<file path="config.mk">
export PLATFORM = sky130hd
export DESIGN_NAME = rule_base_expander
export DESIGN_NICKNAME = d
export VERILOG_FILES = /design/src/rtl/rbx_pkg.sv /design/src/rtl/rbx_presence.sv /design/src/rtl/rbx_sweep.sv /design/src/rtl/rbx_ctrl.sv /design/src/rtl/rule_base_expander.sv
export SDC_FILE = /design/constraint.sdc
export NUM_CORES = 1
export LEC_CHECK = 0
export CAP_MARGIN = 20
export CORE_UTILIZATION = 40
export DETAILED_ROUTE_END_ITERATION = 8
export GPL_TIMING_DRIVEN = 0
export PLACE_DENSITY = 0.69
export SLEW_MARGIN = 20
export SYNTH_ARGS = -nofsm -noshare
export SYNTH_HDL_FRONTEND = slang
export SYNTH_HIERARCHICAL = 1
export SYNTH_SLANG_ARGS = --single-unit
</file>
<file path="constraint.sdc">
create_clock -name clk -period 2.55 [get_ports clk]
set_input_delay 0.51 -clock clk [delete_from_list [all_inputs] [get_ports clk]]
set_output_delay 0.51 -clock clk [all_outputs]
set_load 0.05 [all_outputs]
</file>
<file path="src/rtl/rbx_pkg.sv">
package rbx_pkg;
  localparam int RBX_N_IN  = 4;
  localparam int RBX_IDX_W = 3;

  typedef enum logic [1:0] {
    ST_IDLE   = 2'd0,
    ST_DECODE = 2'd1,
    ST_SWEEP  = 2'd2,
    ST_UPDATE = 2'd3
  } rbx_state_e;
endpackage

</file>
<file path="src/rtl/rbx_presence.sv">
// Derives effective indexes, the absent mask and the rejection flag
// from the captured rule and the input-count setting.
module rbx_presence #(
  parameter int IDX_W = rbx_pkg::RBX_IDX_W,
  parameter int N_IN  = rbx_pkg::RBX_N_IN,
  parameter int NUM_W = 3
) (
  input  logic [N_IN*IDX_W-1:0] idx_i,
  input  logic [NUM_W-1:0]      num_i,
  output logic [N_IN*IDX_W-1:0] eff_o,
  output logic [N_IN-1:0]       absent_o,
  output logic                  reject_o
);
  localparam logic [IDX_W-1:0] PIN_TERM = IDX_W'(1);

  logic [N_IN-1:0] present;

  for (genvar k = 0; k < N_IN; k++) begin : g_in
    logic [IDX_W-1:0] raw;
    logic             used;
    assign raw  = idx_i[k*IDX_W +: IDX_W];
    assign used = (NUM_W'(k) < num_i);
    assign eff_o[k*IDX_W +: IDX_W] = used ? raw : PIN_TERM;
    assign absent_o[k] = ~|eff_o[k*IDX_W +: IDX_W];
    assign present[k]  = ~absent_o[k];
  end

  // Rejection rules reference inputs 1..4 (bits 0..3).
  logic low_pair_absent, upper_present, count_lt3, only_top, count_not4;
  assign low_pair_absent = absent_o[0] & absent_o[1];
  assign upper_present   = present[2] | present[3];
  assign count_lt3       = (num_i < NUM_W'(3));
  assign only_top        = (present[3:0] == 4'b1000);
  assign count_not4      = (num_i != NUM_W'(4));

  assign reject_o = (low_pair_absent & upper_present & count_lt3) |
                    (only_top & count_not4);
endmodule

</file>
<file path="src/rtl/rbx_sweep.sv">
// Mixed odometer over the absent fields: lowest absent field innermost,
// each absent field cycles 1..max, present fields hold their seed.
module rbx_sweep #(
  parameter int IDX_W = rbx_pkg::RBX_IDX_W,
  parameter int N_IN  = rbx_pkg::RBX_N_IN
) (
  input  logic                  clk,
  input  logic                  rst_n,
  input  logic                  load_i,
  input  logic                  step_i,
  input  logic [N_IN-1:0]       absent_i,
  input  logic [N_IN*IDX_W-1:0] seed_i,
  output logic [N_IN*IDX_W-1:0] cur_o,
  output logic                  last_o
);
  localparam logic [IDX_W-1:0] TERM_MAX   = '1;
  localparam logic [IDX_W-1:0] TERM_FIRST = IDX_W'(1);

  logic [N_IN:0] carry;
  assign carry[0] = 1'b1;

  for (genvar k = 0; k < N_IN; k++) begin : g_digit
    logic [IDX_W-1:0] cur_q;
    logic [IDX_W-1:0] nxt;
    logic [IDX_W-1:0] start;
    logic             at_max;

    assign at_max = (cur_q == TERM_MAX);
    assign start  = absent_i[k] ? TERM_FIRST : seed_i[k*IDX_W +: IDX_W];

    always_comb begin
      nxt = cur_q;
      if (absent_i[k] && carry[k]) begin
        nxt = at_max ? TERM_FIRST : cur_q + IDX_W'(1);
      end
    end

    assign carry[k+1] = carry[k] & (~absent_i[k] | at_max);

    always_ff @(posedge clk or negedge rst_n) begin
      if (!rst_n) begin
        cur_q <= '0;
      end else if (load_i) begin
        cur_q <= start;
      end else if (step_i) begin
        cur_q <= nxt;
      end
    end

    assign cur_o[k*IDX_W +: IDX_W] = cur_q;
  end

  assign last_o = carry[N_IN];
endmodule

</file>
<file path="src/rtl/rbx_ctrl.sv">
// Rule sequencer: idle -> decode -> sweep (or skip) -> fetch update.
module rbx_ctrl #(
  parameter int FETCH_W    = 12,
  parameter int FETCH_STEP = 3
) (
  input  logic               clk,
  input  logic               rst_n,
  input  logic               rule_avail_i,
  input  logic               reject_i,
  input  logic               last_i,
  output logic               capture_o,
  output logic               load_o,
  output logic               step_o,
  output logic               wr_active_o,
  output logic               busy_o,
  output logic               done_o,
  output logic [FETCH_W-1:0] fetch_o
);
  import rbx_pkg::*;

  localparam int              CNT_W    = $clog2(FETCH_STEP + 1);
  localparam logic [CNT_W-1:0] CNT_LAST = CNT_W'(FETCH_STEP - 1);

  rbx_state_e         state_q, state_d;
  logic [CNT_W-1:0]   cnt_q, cnt_d;
  logic [FETCH_W-1:0] fetch_q, fetch_d;
  logic               done_q, done_d;

  always_comb begin
    state_d = state_q;
    cnt_d   = cnt_q;
    fetch_d = fetch_q;
    done_d  = 1'b0;
    unique case (state_q)
      ST_IDLE: begin
        if (rule_avail_i) state_d = ST_DECODE;
      end
      ST_DECODE: begin
        cnt_d   = '0;
        state_d = reject_i ? ST_UPDATE : ST_SWEEP;
      end
      ST_SWEEP: begin
        cnt_d = '0;
        if (last_i) state_d = ST_UPDATE;
      end
      ST_UPDATE: begin
        fetch_d = fetch_q + FETCH_W'(1);
        if (cnt_q == CNT_LAST) begin
          state_d = ST_IDLE;
          done_d  = 1'b1;
        end else begin
          cnt_d = cnt_q + CNT_W'(1);
        end
      end
      default: state_d = ST_IDLE;
    endcase
  end

  always_ff @(posedge clk or negedge rst_n) begin
    if (!rst_n) begin
      state_q <= ST_IDLE;
      cnt_q   <= '0;
      fetch_q <= '0;
      done_q  <= 1'b0;
    end else begin
      state_q <= state_d;
      cnt_q   <= cnt_d;
      fetch_q <= fetch_d;
      done_q  <= done_d;
    end
  end

  assign capture_o   = (state_q == ST_IDLE) && rule_avail_i;
  assign load_o      = (state_q == ST_DECODE);
  assign step_o      = (state_q == ST_SWEEP) && !last_i;
  assign wr_active_o = (state_q == ST_SWEEP);
  assign busy_o      = (state_q != ST_IDLE);
  assign done_o      = done_q;
  assign fetch_o     = fetch_q;
endmodule

</file>
<file path="src/rtl/rule_base_expander.sv">
module rule_base_expander #(
  parameter int IDX_W      = rbx_pkg::RBX_IDX_W,
  parameter int N_IN       = rbx_pkg::RBX_N_IN,
  parameter int NUM_W      = 3,
  parameter int DATA_W     = 8,
  parameter int N_OUT      = 2,
  parameter int FETCH_W    = 12,
  parameter int FETCH_STEP = 3
) (
  input  logic                    clk,
  input  logic                    rst_n,
  input  logic                    rule_avail_i,
  input  logic [N_IN*IDX_W-1:0]   term_idx_i,
  input  logic [NUM_W-1:0]        num_inputs_i,
  input  logic [N_OUT*DATA_W-1:0] cons_i,
  input  logic [N_OUT-1:0]        cons_vld_i,
  output logic [N_OUT-1:0]        wr_en_o,
  output logic [N_IN*IDX_W-1:0]   wr_addr_o,
  output logic [N_OUT*DATA_W-1:0] wr_data_o,
  output logic [FETCH_W-1:0]      fetch_addr_o,
  output logic                    busy_o,
  output logic                    rule_done_o
);
  localparam int ADDR_W = N_IN * IDX_W;
  localparam int CONS_W = N_OUT * DATA_W;

  logic              capture, load, step, wr_active, last, reject;
  logic [ADDR_W-1:0] idx_q, eff_idx, cur_addr;
  logic [NUM_W-1:0]  num_q;
  logic [CONS_W-1:0] cons_q;
  logic [N_OUT-1:0]  vld_q;
  logic [N_IN-1:0]   absent;

  // Rule capture registers, enabled only when idle and a rule is offered.
  always_ff @(posedge clk or negedge rst_n) begin
    if (!rst_n) begin
      idx_q  <= '0;
      num_q  <= '0;
      cons_q <= '0;
      vld_q  <= '0;
    end else if (capture) begin
      idx_q  <= term_idx_i;
      num_q  <= num_inputs_i;
      cons_q <= cons_i;
      vld_q  <= cons_vld_i;
    end
  end

  rbx_presence #(.IDX_W(IDX_W), .N_IN(N_IN), .NUM_W(NUM_W)) u_presence (
    .idx_i    (idx_q),
    .num_i    (num_q),
    .eff_o    (eff_idx),
    .absent_o (absent),
    .reject_o (reject)
  );

  rbx_sweep #(.IDX_W(IDX_W), .N_IN(N_IN)) u_sweep (
    .clk      (clk),
    .rst_n    (rst_n),
    .load_i   (load),
    .step_i   (step),
    .absent_i (absent),
    .seed_i   (eff_idx),
    .cur_o    (cur_addr),
    .last_o   (last)
  );

  rbx_ctrl #(.FETCH_W(FETCH_W), .FETCH_STEP(FETCH_STEP)) u_ctrl (
    .clk          (clk),
    .rst_n        (rst_n),
    .rule_avail_i (rule_avail_i),
    .reject_i     (reject),
    .last_i       (last),
    .capture_o    (capture),
    .load_o       (load),
    .step_o       (step),
    .wr_active_o  (wr_active),
    .busy_o       (busy_o),
    .done_o       (rule_done_o),
    .fetch_o      (fetch_addr_o)
  );

  assign wr_en_o   = {N_OUT{wr_active}} & vld_q;
  assign wr_addr_o = cur_addr;
  assign wr_data_o = cons_q;
endmodule

</file>
==> impl_metrics.ini, run 1 <==
[yosys]
synth-async-reset-ratio = 1.000
synth_top_area_frac = 0.4762
synth-edff-count = 0
synthMuxAreaShare = 0.1770
syn_inst = 256
yosysTopAreaCell = dfrtp_1
yosysWarnings = 6
synth_cell_types = 49
ys_seq_area_frac = 0.4762
synth_flop_cell = dfrtp_1
synth_fp_nets = 307
synthTopCellsByCount = dfrtp_1, mux2_4, ha_1, nand2_1, nor2b_1
yosys.area_share.simple = 0.1567
synth_compound_gate_area_share = 0.06375
yosysMostFrequentCell = dfrtp_1
synth_top_family_by_area = multiplexers
synth_area_leaders = dfrtp_1, mux2_4, ha_1
synth_adder_area_share = 0.05760
synth.avg_cell_area_um2 = 12.73
synthXorXnorAreaFrac = 0.03226
syn_area_mm2 = 0.003258
ys_seq_elements = 62

[route]
wl_met3_um = 322
postRouteAntennaNets = 0
drtIter0Drc = 71
wl_met2_mm = 3.598
wl_met1_mm = 3.209
post_drt_via_cell_ratio = 4.994
top_layer = met4
vias = 2357
wirelength_mm = 7.235
drcViolationCount = 0
firstDrtPassIters = 4
wire_per_inst_um = 15.33

[sta]
maxSlewViolCount = 0
period_share = 0.9761
skew_ns = 0.006449
finalHoldViolCount = 0
rsz0062_at_grt = yes
slew_headroom = 0.6510
clock.fmax_mhz = 401.8
worst_slack_ns = 0.06097
post-route-min-period_ns = 2.489
tightest_slew_ns = 0.5256
whs_ns = 0.02168
setup_viol = 0

[global_routing]
grt_pass1_vias = 2266
grt_overflow = 0
antenna_found_initial = 0
grt_usage = 0.1759
grt_max_degree = 49
grt_first_pass_wirelength_mm = 11.43

[cts]
cts.sinks = 62
numCtsBuffers = 9
htree_levels = 3
worstSkewPairLatency_ns = 0.35
clock_path_buffers = 2
path_clk_slew_ns = 0.07
cts_tree = yes
root_buffer = clkbuf_8

[critical_path]
r2r_slack_ns = 0.06
reg2reg_depth = 10
end_kind = flop
crit_required_ns = 2.78
path_max_fanout = 8
worstPathArrival_ns = 2.72
r2r-start = num_q[2]
crit_type = flop to flop
crit_path_start_kind = flop
reg2reg_to = u_sweep/g_digit[3].cur_q[2]

[layout]
design_area_mm2 = 0.004619
register_area_mm2 = 0.001563
antenna_cells = 0
syn2layout_area_growth_pct = 41.78
multiInputGateArea_mm2 = 0.001653
fillers = 642
layout.nets = 416
layout-drive-gt1-share = 0.2973
utilization = 0.5917

[pwr]
p_comb_frac = 0.564
p_switching_uw = 2779
p_seq_frac = 0.294
p_total_uw = 6323
p_sw_frac = 0.4394
power.leakage_uw = 0.002032
ir_drop_mv = 0.8189
p_per_area_mw_per_mm2 = 1369
p_clk_frac = 0.141
intPower_uw = 3545

[die]
die_x_um = 92.25
fp.dieH_um = 92.25
coreArea_mm2 = 0.007807
pin_count = 80
fp-row-count = 32
initial_core_util = 0.4173
die_area_mm2 = 0.008510

[place]
routabilityCongestion = 0.8435
port_buffers = 79
place_ws_ns = -0.4487
place_area_mm2 = 0.004224
dp_hpwl_mm = 4.912

[hold_path]
holdCritPathClass = input port to async pin

[job]
maxCapViolations = 0

[run_status]
status = finished, final reports clean
power groups by stage:
stage / clock network (µW) / registers (µW) / logic (µW)
3_3_place_gp: 0 / 1820 / 3260
2_1_floorplan: 0 / 2590 / 1600
3_5_place_dp: 0 / 1840 / 3320
6_report: 895 / 1860 / 3570
5_1_grt: 973 / 1930 / 3800
4_1_cts: 924 / 1850 / 3370
layout make-up:
cell class                 count  area share
tap                          102     0.02763
sequential                    62      0.3383
multi-input combinational    179      0.3578
clock inverter                 6     0.01544
inverter                       8    0.006501
buffer                         7     0.01923
timing repair buffer          98      0.2053
clock buffer                  10     0.02979
state kept, by name, indices dropped and copies added, names as in the netlist:
name                   flops
vld_q                      2
u_ctrl/fetch_o            12
u_sweep/g_digit.cur_q     12
wr_data_o                 16
u_ctrl/cnt_q               2
u_ctrl/state_q             2
num_q                      3
idx_q                     12
u_ctrl/done_o              1
routing by layer:
metal	track usage	vias up
met5	0	-
met4	0.05339	0
met3	0.05473	13
met2	0.2823	70
met1	0.2273	1141
li1	-	1133
stage by stage:
step	TNS (ns)	instances
floorplan	0	256
global placement	-72.31	437
detailed placement	-3.090	438
CTS	0	456
global route	-0.1333	472
finish	0	472
cell usage in the layout, fill, tap and decap left out, types with 3 or more instances in the layout:
master,synthesis,final
clkdlybuf4s50_1,0,76
dfrtp_1,62,53
mux2_4,30,30
buf_4,1,20
ha_1,15,14
nand2_1,14,13
nor2b_1,12,12
clkbuf_8,0,10
dfrtp_2,0,9
inv_1,8,8
nor2_1,9,8
xor2_1,8,8
a21oi_1,9,8
mux2i_1,7,7
nand4_1,5,5
nor4_1,7,5
and2_1,4,4
xnor2_1,4,4
o21ai_0,4,4
o22ai_1,4,4
buf_12,3,3
mux2_2,3,3
clkinv_4,0,3
a211oi_1,3,3
nor3_2,4,3
or2_2,3,3
nor4_4,2,3
worst max path at each step:
stage | endpoint | startpoint | slack [ns]
global route | u_sweep/g_digit[3].cur_q[2] | num_q[2] | -0.08
finish | u_sweep/g_digit[3].cur_q[2] | num_q[2] | 0.06
CTS | u_sweep/g_digit[3].cur_q[0] | num_q[0] | 0.005
floorplan | u_sweep/g_digit[2].cur_q[1] | u_sweep/g_digit[1].cur_q[0] | 0.02
detailed placement | u_sweep/g_digit[2].cur_q[2] | num_q[2] | -0.45
global placement | u_sweep/g_digit[0].cur_q[0] | rst_n | -1.34
cells by family (layout without fill, tap and decap cells):
group                      Yosys count  in the layout
adders and majority gates           15             15
DFF                                 62             62
xor gates and xnor gates            12             12
buffers and inverters               15            129
and+or+nand+nor                     78             78
muxes                               42             42
AOI/OAI and AO/OA                   32             32
critical path, stage by stage (launching register included):
cell	delay (ns)
dfrtp_2	0.49
a21oi_4	0.08
nor4_4	0.33
and2b_2	0.25
a2111oi_2	0.05
nor2b_1	0.21
buf_4	0.20
nand2_4	0.06
nor4_4	0.40
mux2i_1	0.23
o21ai_1	0.08
repair_timing:
action                                 4_1_cts  5_1_grt
setup endpoints to repair                   14       11
gates resized for setup                      6       10
endpoints found under the hold margin        0        0
pin swaps                                    1        6
setup buffers                                2       16
hold buffers                                 0        0
Power figures use the tool's default switching activity.
==> inputs of run 2 (changes only) <==
--- a/config.mk
+++ b/config.mk
@@ -8,6 +8,7 @@
 export CAP_MARGIN = 20
 export CORE_UTILIZATION = 40
 export DETAILED_ROUTE_END_ITERATION = 8
+export GPL_ROUTABILITY_DRIVEN = 0
 export GPL_TIMING_DRIVEN = 0
 export PLACE_DENSITY = 0.69
 export SLEW_MARGIN = 20
==> results of run 2 <==
Final layout, timing and power as in run 1 (identical DEF).
==> inputs of run 3 (changes only) <==
--- a/config.mk
+++ b/config.mk
@@ -5,12 +5,11 @@
 export SDC_FILE = /design/constraint.sdc
 export NUM_CORES = 1
 export LEC_CHECK = 0
-export CAP_MARGIN = 20
-export CORE_UTILIZATION = 40
+export CORE_UTILIZATION = 35
 export DETAILED_ROUTE_END_ITERATION = 8
 export GPL_ROUTABILITY_DRIVEN = 0
 export GPL_TIMING_DRIVEN = 0
-export PLACE_DENSITY = 0.69
+export PLACE_DENSITY_LB_ADDON = 0.25
 export SLEW_MARGIN = 20
 export SYNTH_ARGS = -nofsm -noshare
 export SYNTH_HDL_FRONTEND = slang
==> impl_metrics.ini, run 3 (synthesis gave the netlist of run 1 again) <==
[die]
initial_core_util = 0.3682
coreArea_mm2 = 0.008848
die_area_mm2 = 0.009698
fp.dieH_um = 98.48
pin_count = 80
die_x_um = 98.48
fp-row-count = 34

[job]
maxCapViolations = 0

[layout]
layout_common_cells = clkdlybuf4s50_1, dfrtp_1, mux2_4
design_area_mm2 = 0.004556
antenna_cells = 0
layout.nets = 408
layout-drive-gt1-share = 0.2762
syn2layout_area_growth_pct = 39.82
fin_cells = 470
final_common_cell = clkdlybuf4s50_1
largest_register_ffs = 16

[critical_path]
endpoint = u_ctrl/state_q[1]
crit_start = num_q[0]
end_kind = flop
r2r-start = num_q[0]
r2r_slack_ns = 0.10
reg2reg_to = u_ctrl/state_q[1]
crit_required_ns = 2.77
worstPathArrival_ns = 2.67
crit_type = flop to flop
path_max_fanout = 7
crit_path_start_kind = flop
reg2reg_depth = 9

[sta]
post-route-min-period_ns = 2.448
skew_ns = 0.01216
finalHoldViolCount = 0
maxSlewViolCount = 0
rsz0062_at_grt = no
period_share = 0.9600
setup_viol = 0
slew_headroom = 0.6423
clock.fmax_mhz = 408.5
tightest_slew_ns = 0.5356

[global_routing]
grt_first_pass_wirelength_mm = 11.65
grt_pass1_vias = 2369
antenna_found_initial = 0
grt_usage = 0.1561
grt_max_degree = 48
grt_overflow = 0

[route]
post_drt_via_cell_ratio = 4.898
firstDrtPassIters = 6
wirelength_mm = 7.139
vias = 2302
wire_per_inst_um = 15.19
postRouteAntennaNets = 0
drcViolationCount = 0
drtIter0Drc = 58

[cts]
numCtsBuffers = 9
root_buffer = clkbuf_8
htree_levels = 3
worstSkewPairLatency_ns = 0.34
path_clk_slew_ns = 0.07
holdBufCountCts = 0
cts_tree = yes
clock_path_buffers = 2
cts.sinks = 62

[place]
port_buffers = 79
dp_hpwl_mm = 5.030
dp.cells = 444
place_area_mm2 = 0.004232

[hold_path]
holdCritPathClass = input port to async pin

[pwr]
power.leakage_uw = 0.001989
ir_drop_mv = 0.7015
p_per_area_mw_per_mm2 = 1348

[run_status]
status = finished, final reports clean
==> run 3: cell types whose count changed in the layout (fill, tap and decap cells not counted), sizes merged <==
| cell | change |
|---|---|
| clkdlybuf4s50 | -1 |
| clkbuf | +1 |
| dlymetal6s2s | +2 |
| bufinv | -1 |
| buf | -9 |
==> run 3: layer usage <==
| metal | up-vias | wire length [µm] | track usage |
|---|---|---|---|
| met1 | 1106 | 3185 | 0.1902 |
| li1 | 1118 | - | - |
| met4 | 0 | 142 | 0.05741 |
| met5 | - | 0 | 0 |
| met3 | 10 | 483 | 0.06667 |
| met2 | 68 | 3327 | 0.2470 |
==> run 3: per-stage QoR <==
stage               setup TNS (ns)    util  total power, µW  hold WS, ns  setup slack [ns]
floorplan                        0       -             4192       0.2144           0.01670
global placement            -76.49  0.4754             5095       0.4625            -1.405
detailed placement          -3.416  0.4782             5159       0.3955           -0.4740
CTS                              0  0.5047             6073      0.02925           0.01066
global route                     0  0.5148             6508      0.03186          0.004913
finish                           0  0.5148             6140      0.03786            0.1021
==> run 3: worst min path at each step <==
stage	end	slack (ns)	cells after the start	from
final	u_sweep/g_digit[1].cur_q[0]	0.04	1	rst_n
after floorplan	idx_q[0]	0.21	0	rst_n
after detailed placement	u_sweep/g_digit[1].cur_q[0]	0.40	1	rst_n
after global placement	u_ctrl/fetch_o[11]	0.46	1	u_ctrl/fetch_o[11]
after CTS	u_sweep/g_digit[1].cur_q[0]	0.03	1	rst_n
after global routing	u_sweep/g_digit[2].cur_q[2]	0.03	1	rst_n
==> run 3: area by class of cell <==
class | instances | area, µm²
repair buffers | 90 | 895.9
multi-input cells | 179 | 1659
clock inverters | 5 | 33.78
inverters | 8 | 30.03
clock buffers | 11 | 151.4
fillers | 824 | 4293
plain buffers | 7 | 88.84
well taps | 108 | 135.1
flip-flops and latches | 62 | 1562
==> run 3: critical path, cell delays in order (launching register included) <==
cell and delay [ns]:
dfrtp_1 0.44, nor3_4 0.30, nor4_4 0.09, and2b_4 0.21
a2111oi_4 0.34, nor2b_2 0.11, buf_4 0.16, buf_4 0.14
nor3_4 0.19, mux2_1 0.33
==> run 3: power breakdown <==
part | total, µW | internal, µW | leakage [µW] | switching [µW]
Clock | 792 | 404 | 0.0000913 | 389
Sequential | 1850 | 1410 | 0.000743 | 438
Combinational | 3500 | 1600 | 0.00115 | 1890
Total | 6140 | 3420 | 0.00199 | 2720
==> run 3: repair_timing <==
action                                  4_1_cts  5_1_grt
pin swaps                                     1        3
resized for setup                             9        7
endpoints found under the setup margin       14        9
endpoints found under the hold margin         0        0
buffers inserted                              3        7
